### src/rtl/pfd_lock.sv
module pfd_lock #(
  parameter int GLITCH_CYC = 2
) (
  input  logic clk,
  input  logic rst_n,
  input  logic pwr_down_i,
  input  logic ref_tick_i,
  input  logic fb_tick_i,
  output logic pd_drive_o,
  output logic pd_level_o,
  output logic out_of_lock_o
);

  localparam int RUN_W = $clog2(GLITCH_CYC + 1) + 1;
  localparam logic [RUN_W-1:0] RUN_MAX = RUN_W'(GLITCH_CYC);

  logic             up_q, dn_q;
  logic [RUN_W-1:0] run_q;

  logic up_set, dn_set, both_set;
  logic up_nxt, dn_nxt, err_now, err_nxt;
  logic [RUN_W-1:0] run_nxt;

  assign up_set   = up_q | ref_tick_i;
  assign dn_set   = dn_q | fb_tick_i;
  assign both_set = up_set & dn_set;
  assign up_nxt   = up_set & ~both_set;
  assign dn_nxt   = dn_set & ~both_set;
  assign err_now  = up_q | dn_q;
  assign err_nxt  = up_nxt | dn_nxt;

  always_comb begin
    if (err_nxt && err_now)
      run_nxt = (run_q == RUN_MAX) ? run_q : run_q + 1'b1;
    else
      run_nxt = '0;
  end

  always_ff @(posedge clk) begin
    if (!rst_n || pwr_down_i) begin
      up_q  <= 1'b0;
      dn_q  <= 1'b0;
      run_q <= '0;
    end else begin
      up_q  <= up_nxt;
      dn_q  <= dn_nxt;
      run_q <= run_nxt;
    end
  end

  assign pd_drive_o    = (up_q ^ dn_q) & ~pwr_down_i;
  assign pd_level_o    = up_q;
  assign out_of_lock_o = err_now & (run_q == RUN_MAX) & ~pwr_down_i;

endmodule

### config.mk
export PLATFORM = sky130hd
export DESIGN_NAME = pfd_lock
export DESIGN_NICKNAME = d
export VERILOG_FILES = /design/src/rtl/pfd_lock.sv
export SDC_FILE = /design/constraint.sdc
export NUM_CORES = 1
export LEC_CHECK = 0
export BUFFER_PORTS_ARGS = -buffer_cell sky130_fd_sc_hd__buf_2
export CORE_AREA = 2 2 39 41
export DETAILED_ROUTE_END_ITERATION = 8
export DIE_AREA = 0 0 41 43
export PLACE_DENSITY = 0.49
export SKIP_CTS_REPAIR_TIMING = 1
export SYNTH_ARGS = -nofsm -noshare
export SYNTH_HDL_FRONTEND = slang
export SYNTH_SLANG_ARGS = --single-unit
### constraint.sdc
create_clock -name clk -period 2.4 [get_ports clk]
set_clock_uncertainty 0.15 [all_clocks]
set_input_delay 0.48 -clock clk [delete_from_list [all_inputs] [get_ports clk]]
set_output_delay 0.48 -clock clk [all_outputs]
set_load 0.02 [all_outputs]
### Word level (Yosys, flattened, before mapping)

Index checks and enable logic that the tools add are counted.

| word-level totals | value |
|---|---|
| register bits | 5 |
| bits of input ports | 5 |
| output and inout bits | 3 |
| word-level logic and storage cells | 23 |

| operators by class | value |
|---|---|
| $add $sub $neg | 1 |
| equal/unequal tests | 1 |
| bitwise operators | 14 |
| reduce and logical (&&, ||, !) cells | 4 |

Operators by type and width:

| kind | count |
|---|---|
| bitwise AND 1 bit | 6 |
| OR 1 bit | 4 |
| adder 3 x 1 -> 3 bit, second input constant | 1 |
| equality test 3 x 2 -> 1 bit, second input constant | 1 |
| inverter 1 bit | 3 |
| OR reduction 2 bit | 1 |
| logical AND 1 bit | 1 |
| zero test 1 bit | 1 |
| logical OR 1 bit | 1 |
| XOR 1 bit | 1 |

### Depth between registers and ports, before layout

| logic depth | value |
|---|---|
| depth after elaboration | 8 |
| gate-level depth with buffers | 5 |

### Worst setup path before layout

OpenSTA, ideal clock, no wires.

| path | value |
|---|---|
| path kind | input port to flip-flop |
| start point | in ref_tick_i |
| end point | reg run_q[1] |
| library setup time | 79 ps |
| arrival | 1710 ps |
| required time | 2171 ps |
| setup slack | 461 ps |
| stages on the path | 4 |
| path through | or2_2 ha_1 or4b_4 a211oi_2 |

| between the ends | value |
|---|---|
| cells in the longest elaborated chain, start to end | 8 |
| elaborated cells between the ends (all ways) | 9 |

RTL lines:

| item | RTL line | RTL |
|---|---|---|
| from (decl) | 7 | `input logic ref_tick_i,` |
| OR 1 bit * | 24 | `assign up_set = up_q \| ref_tick_i;` |
| bitwise AND 1 bit | 26 | `assign both_set = up_set & dn_set;` |
| inverter 1 bit | 27, 28 |  |
| bitwise AND 1 bit (on tied branches) | 27, 28 |  |
| OR 1 bit * | 30 | `assign err_nxt = up_nxt \| dn_nxt;` |
| logical AND 1 bit * | 33 | `if (err_nxt && err_now)` |
| inverter 1 bit (no source line) * | n/a |  |
| OR reduction 2 bit (no source line) * | n/a |  |
| to (signal assigned) | 47 | `run_q <= run_nxt;` |
| to (decl) | 18 | `logic [RUN_W-1:0] run_q;` |

Mark *: on every way between the ends. The rest lies on a longest branch, timed or not.
A chain may end at the register's enable or synchronous reset.

### Worst setup path in the final report

| path | value |
|---|---|
| start point | reg run_q[0] |
| end point | out out_of_lock_o |

| between the ends | value |
|---|---|
| cells in the longest elaborated chain, start to end | 3 |

RTL lines:

| item | RTL line | RTL |
|---|---|---|
| equality test 3 x 2 -> 1 bit | 53 | `assign out_of_lock_o = err_now & (run_q == RUN_MAX) & ~pwr_down_i;` |
| bitwise AND 1 bit (2 in series) | 53 |  |
| to (decl) | 11 | `output logic out_of_lock_o` |

No other way between the ends.

==> reports/qor.yml <==
sta:
  slew_viol_final: 0
  whs_ns: 0.354
  fin_crit_sh_pct: 79.5
  hold_viol_final: 0
  timing.final.crit_period_ns: 1.91
  timing.setup.tns_ns: 0
  rsz0062_at_grt: "false"
  tightest_slew_ns: 0.208
  finalSetupViolCount: 0
  max-slew-margin-rel_pct: 86.2
  max_freq_mhz: 524
global_route:
  use_met1_pct: 8.71
  grt_pass1_wl_um: 869
  met3_usage_pct: 1.57
  antenna_found_initial: 0
  grt_busiest_layer: "met2"
  grt_max_degree: 6
  grtUsageTotal_pct: 7.64
  grt_util_met2_pct: 10.6
  overflow: 0
  grt_pass1_vias: 249
setup_path:
  startpoint_type: "flip-flop"
  path_max_fanout: 4
  cp.arrival_ns: 1.28
  cp.required_ns: 1.77
  critPathKind: "flip-flop to output pin"
  endpoint_kind: "output pin"
synth:
  synth.distinct_cells: 14
  synth-main-ff-cell: "dfxtp_1"
  synthCells: 31
  synth_edf_count: 0
  synthArstFlopShare_pct: 0
  ys_ff_latch: 5
  syn_area_um2: 297
  syn_nets: 41
  synth.area.top_cells: "dfxtp_1 (34%), ha_1 (21%), inv_1 (7.6%)"
  ys_seq_area_share_pct: 33.8
  syn_avg_cell_area_um2: 9.57
  synth_warnings: 0
  yosysTopAreaCell: "dfxtp_1"
  synth_top_area_share_pct: 33.8
layout:
  fin_nets: 53
  fillers: 154
  drive_gt1_share_pct: 40.5
  syn_to_final_growth_pct: 27.4
  diodes: 0
run_status:
  outcome: "completed"
floorplan:
  start_util_pct: 21.4
  ios: 8
  core_area_um2: 1380
  die-area_um2: 1760
  rows: 14
  fp.dieW_um: 41
  die_h_um: 43
cts:
  cts-root-buf: "clkbuf_4"
  cts_max_level: 1
  tritoncts: "built"
  clockBufferDepth: 2
  cts_buffers: 3
  cts_sinks: 5
  clkTransAtPathRegs_ns: 0.05
  insertion_delay_ns: 0.25
hold_path:
  hold_class: "flip-flop to flip-flop"
placed_design:
  gp_congestion: 0.638
  dp_hpwl_um: 382
  numPortBuffers: 7
detailed_routing:
  firstDrtPassIters: 1
  drtIter0Drc: 0
  via_count: 230
  detail-route-antenna-nets: 0
  routedWlPerCell_um: 8.28
  drc: 0
  viasPerCell: 3.97
  routed_wl_um: 480
pwr:
  ir_worst_vdd_mv: 0.215
  power.density_nw_per_um2: 535
  leakage_nw: 0.186
  total_power_mw: 0.202
flow_run:
  drv_cap: 0
## cell families after synthesis
group | after synthesis | share of synthesized area [%]
flip-flops | 5 | 33.8
XOR/XNOR | 1 | 2.95
adder cells (fa/ha/maj) | 5 | 21.1
AO/OA/AOI/OAI | 2 | 5.90
buffers and inverters | 6 | 7.59
AND/OR/NAND/NOR | 12 | 28.7
## metal layers
| metal | share of wire [%] | routed length [um] |
|---|---|---|
| met2 | 44 | 211 |
| met1 | 47 | 224 |
| met4 | 3.1 | 15 |
| met3 | 5.8 | 28 |
| met5 | 0 | 0 |
## sequential cells by signal (all words and copies together), names as in the netlist
name / count
pd_level_o: 1
dn_q: 1
run_q: 3
## worst max-delay path, stage by stage, from the launching register on
cell      delay, ns
dfxtp_1        0.33
inv_1          0.06
ha_1           0.16
nand2b_1       0.14
nor3_1         0.15
buf_2          0.19
## final cells by class
class	count	area (um2)	area share [%]
clock buffer	4	26.3	6.95
inverter	6	22.5	5.96
multi-input combinational	20	174	46.0
sequential	5	100	26.5
tap	16	20.0	5.30
timing repair buffer	7	35.0	9.27
## cell usage after synthesis (all sizes together) (2+ instances only)
cell   instances
and3b          2
dfxtp          5
ha             5
inv            6
nor2           3
or2            2
## metrics by stage
stage          cells  cell area (um2)  setup WS [ns]  util, %
2_1_floorplan     31              297          0.461        -
3_3_place_gp      54              352          0.310     25.4
3_5_place_dp      54              352          0.322     25.4
4_1_cts           58              378          0.470     27.3
5_1_grt           58              378          0.354     27.3
6_report          58              378          0.493     27.3
## layout by cell type (no fill, tap or decap)
| master | n |
|---|---|
| buf_2 | 7 |
| nand2b_1 | 1 |
| or4b_4 | 1 |
| nor3_1 | 1 |
| and3b_2 | 2 |
| xnor2_1 | 1 |
| nor3b_1 | 1 |
| inv_1 | 6 |
| a21oi_1 | 1 |
| clkbuf_4 | 3 |
| dfxtp_1 | 5 |
| a211oi_2 | 1 |
| nor2_1 | 3 |
| and2b_2 | 1 |
| clkbuf_1 | 1 |
| or2_2 | 2 |
| ha_1 | 5 |
## power by group
part	leakage (nW)	internal (mW)	switching, mW	total, mW
combinational	0.131	0.00883	0.00805	0.0169
clock	0.0150	0.0630	0.0370	0.100
sequential	0.0404	0.0846	0.000723	0.0853
total	0.186	0.156	0.0458	0.202
## path summary, 6_finish.rpt
check             cells after the start            end        from  slack [ns]
setup / recovery                      5  out_of_lock_o    run_q[0]        0.49
hold reg to reg                       2       run_q[2]    run_q[2]        0.35
setup reg to reg                      4       run_q[1]  pd_level_o        0.57
hold / removal                        2       run_q[2]    run_q[2]        0.35
Power figures use the tool's default switching activity.
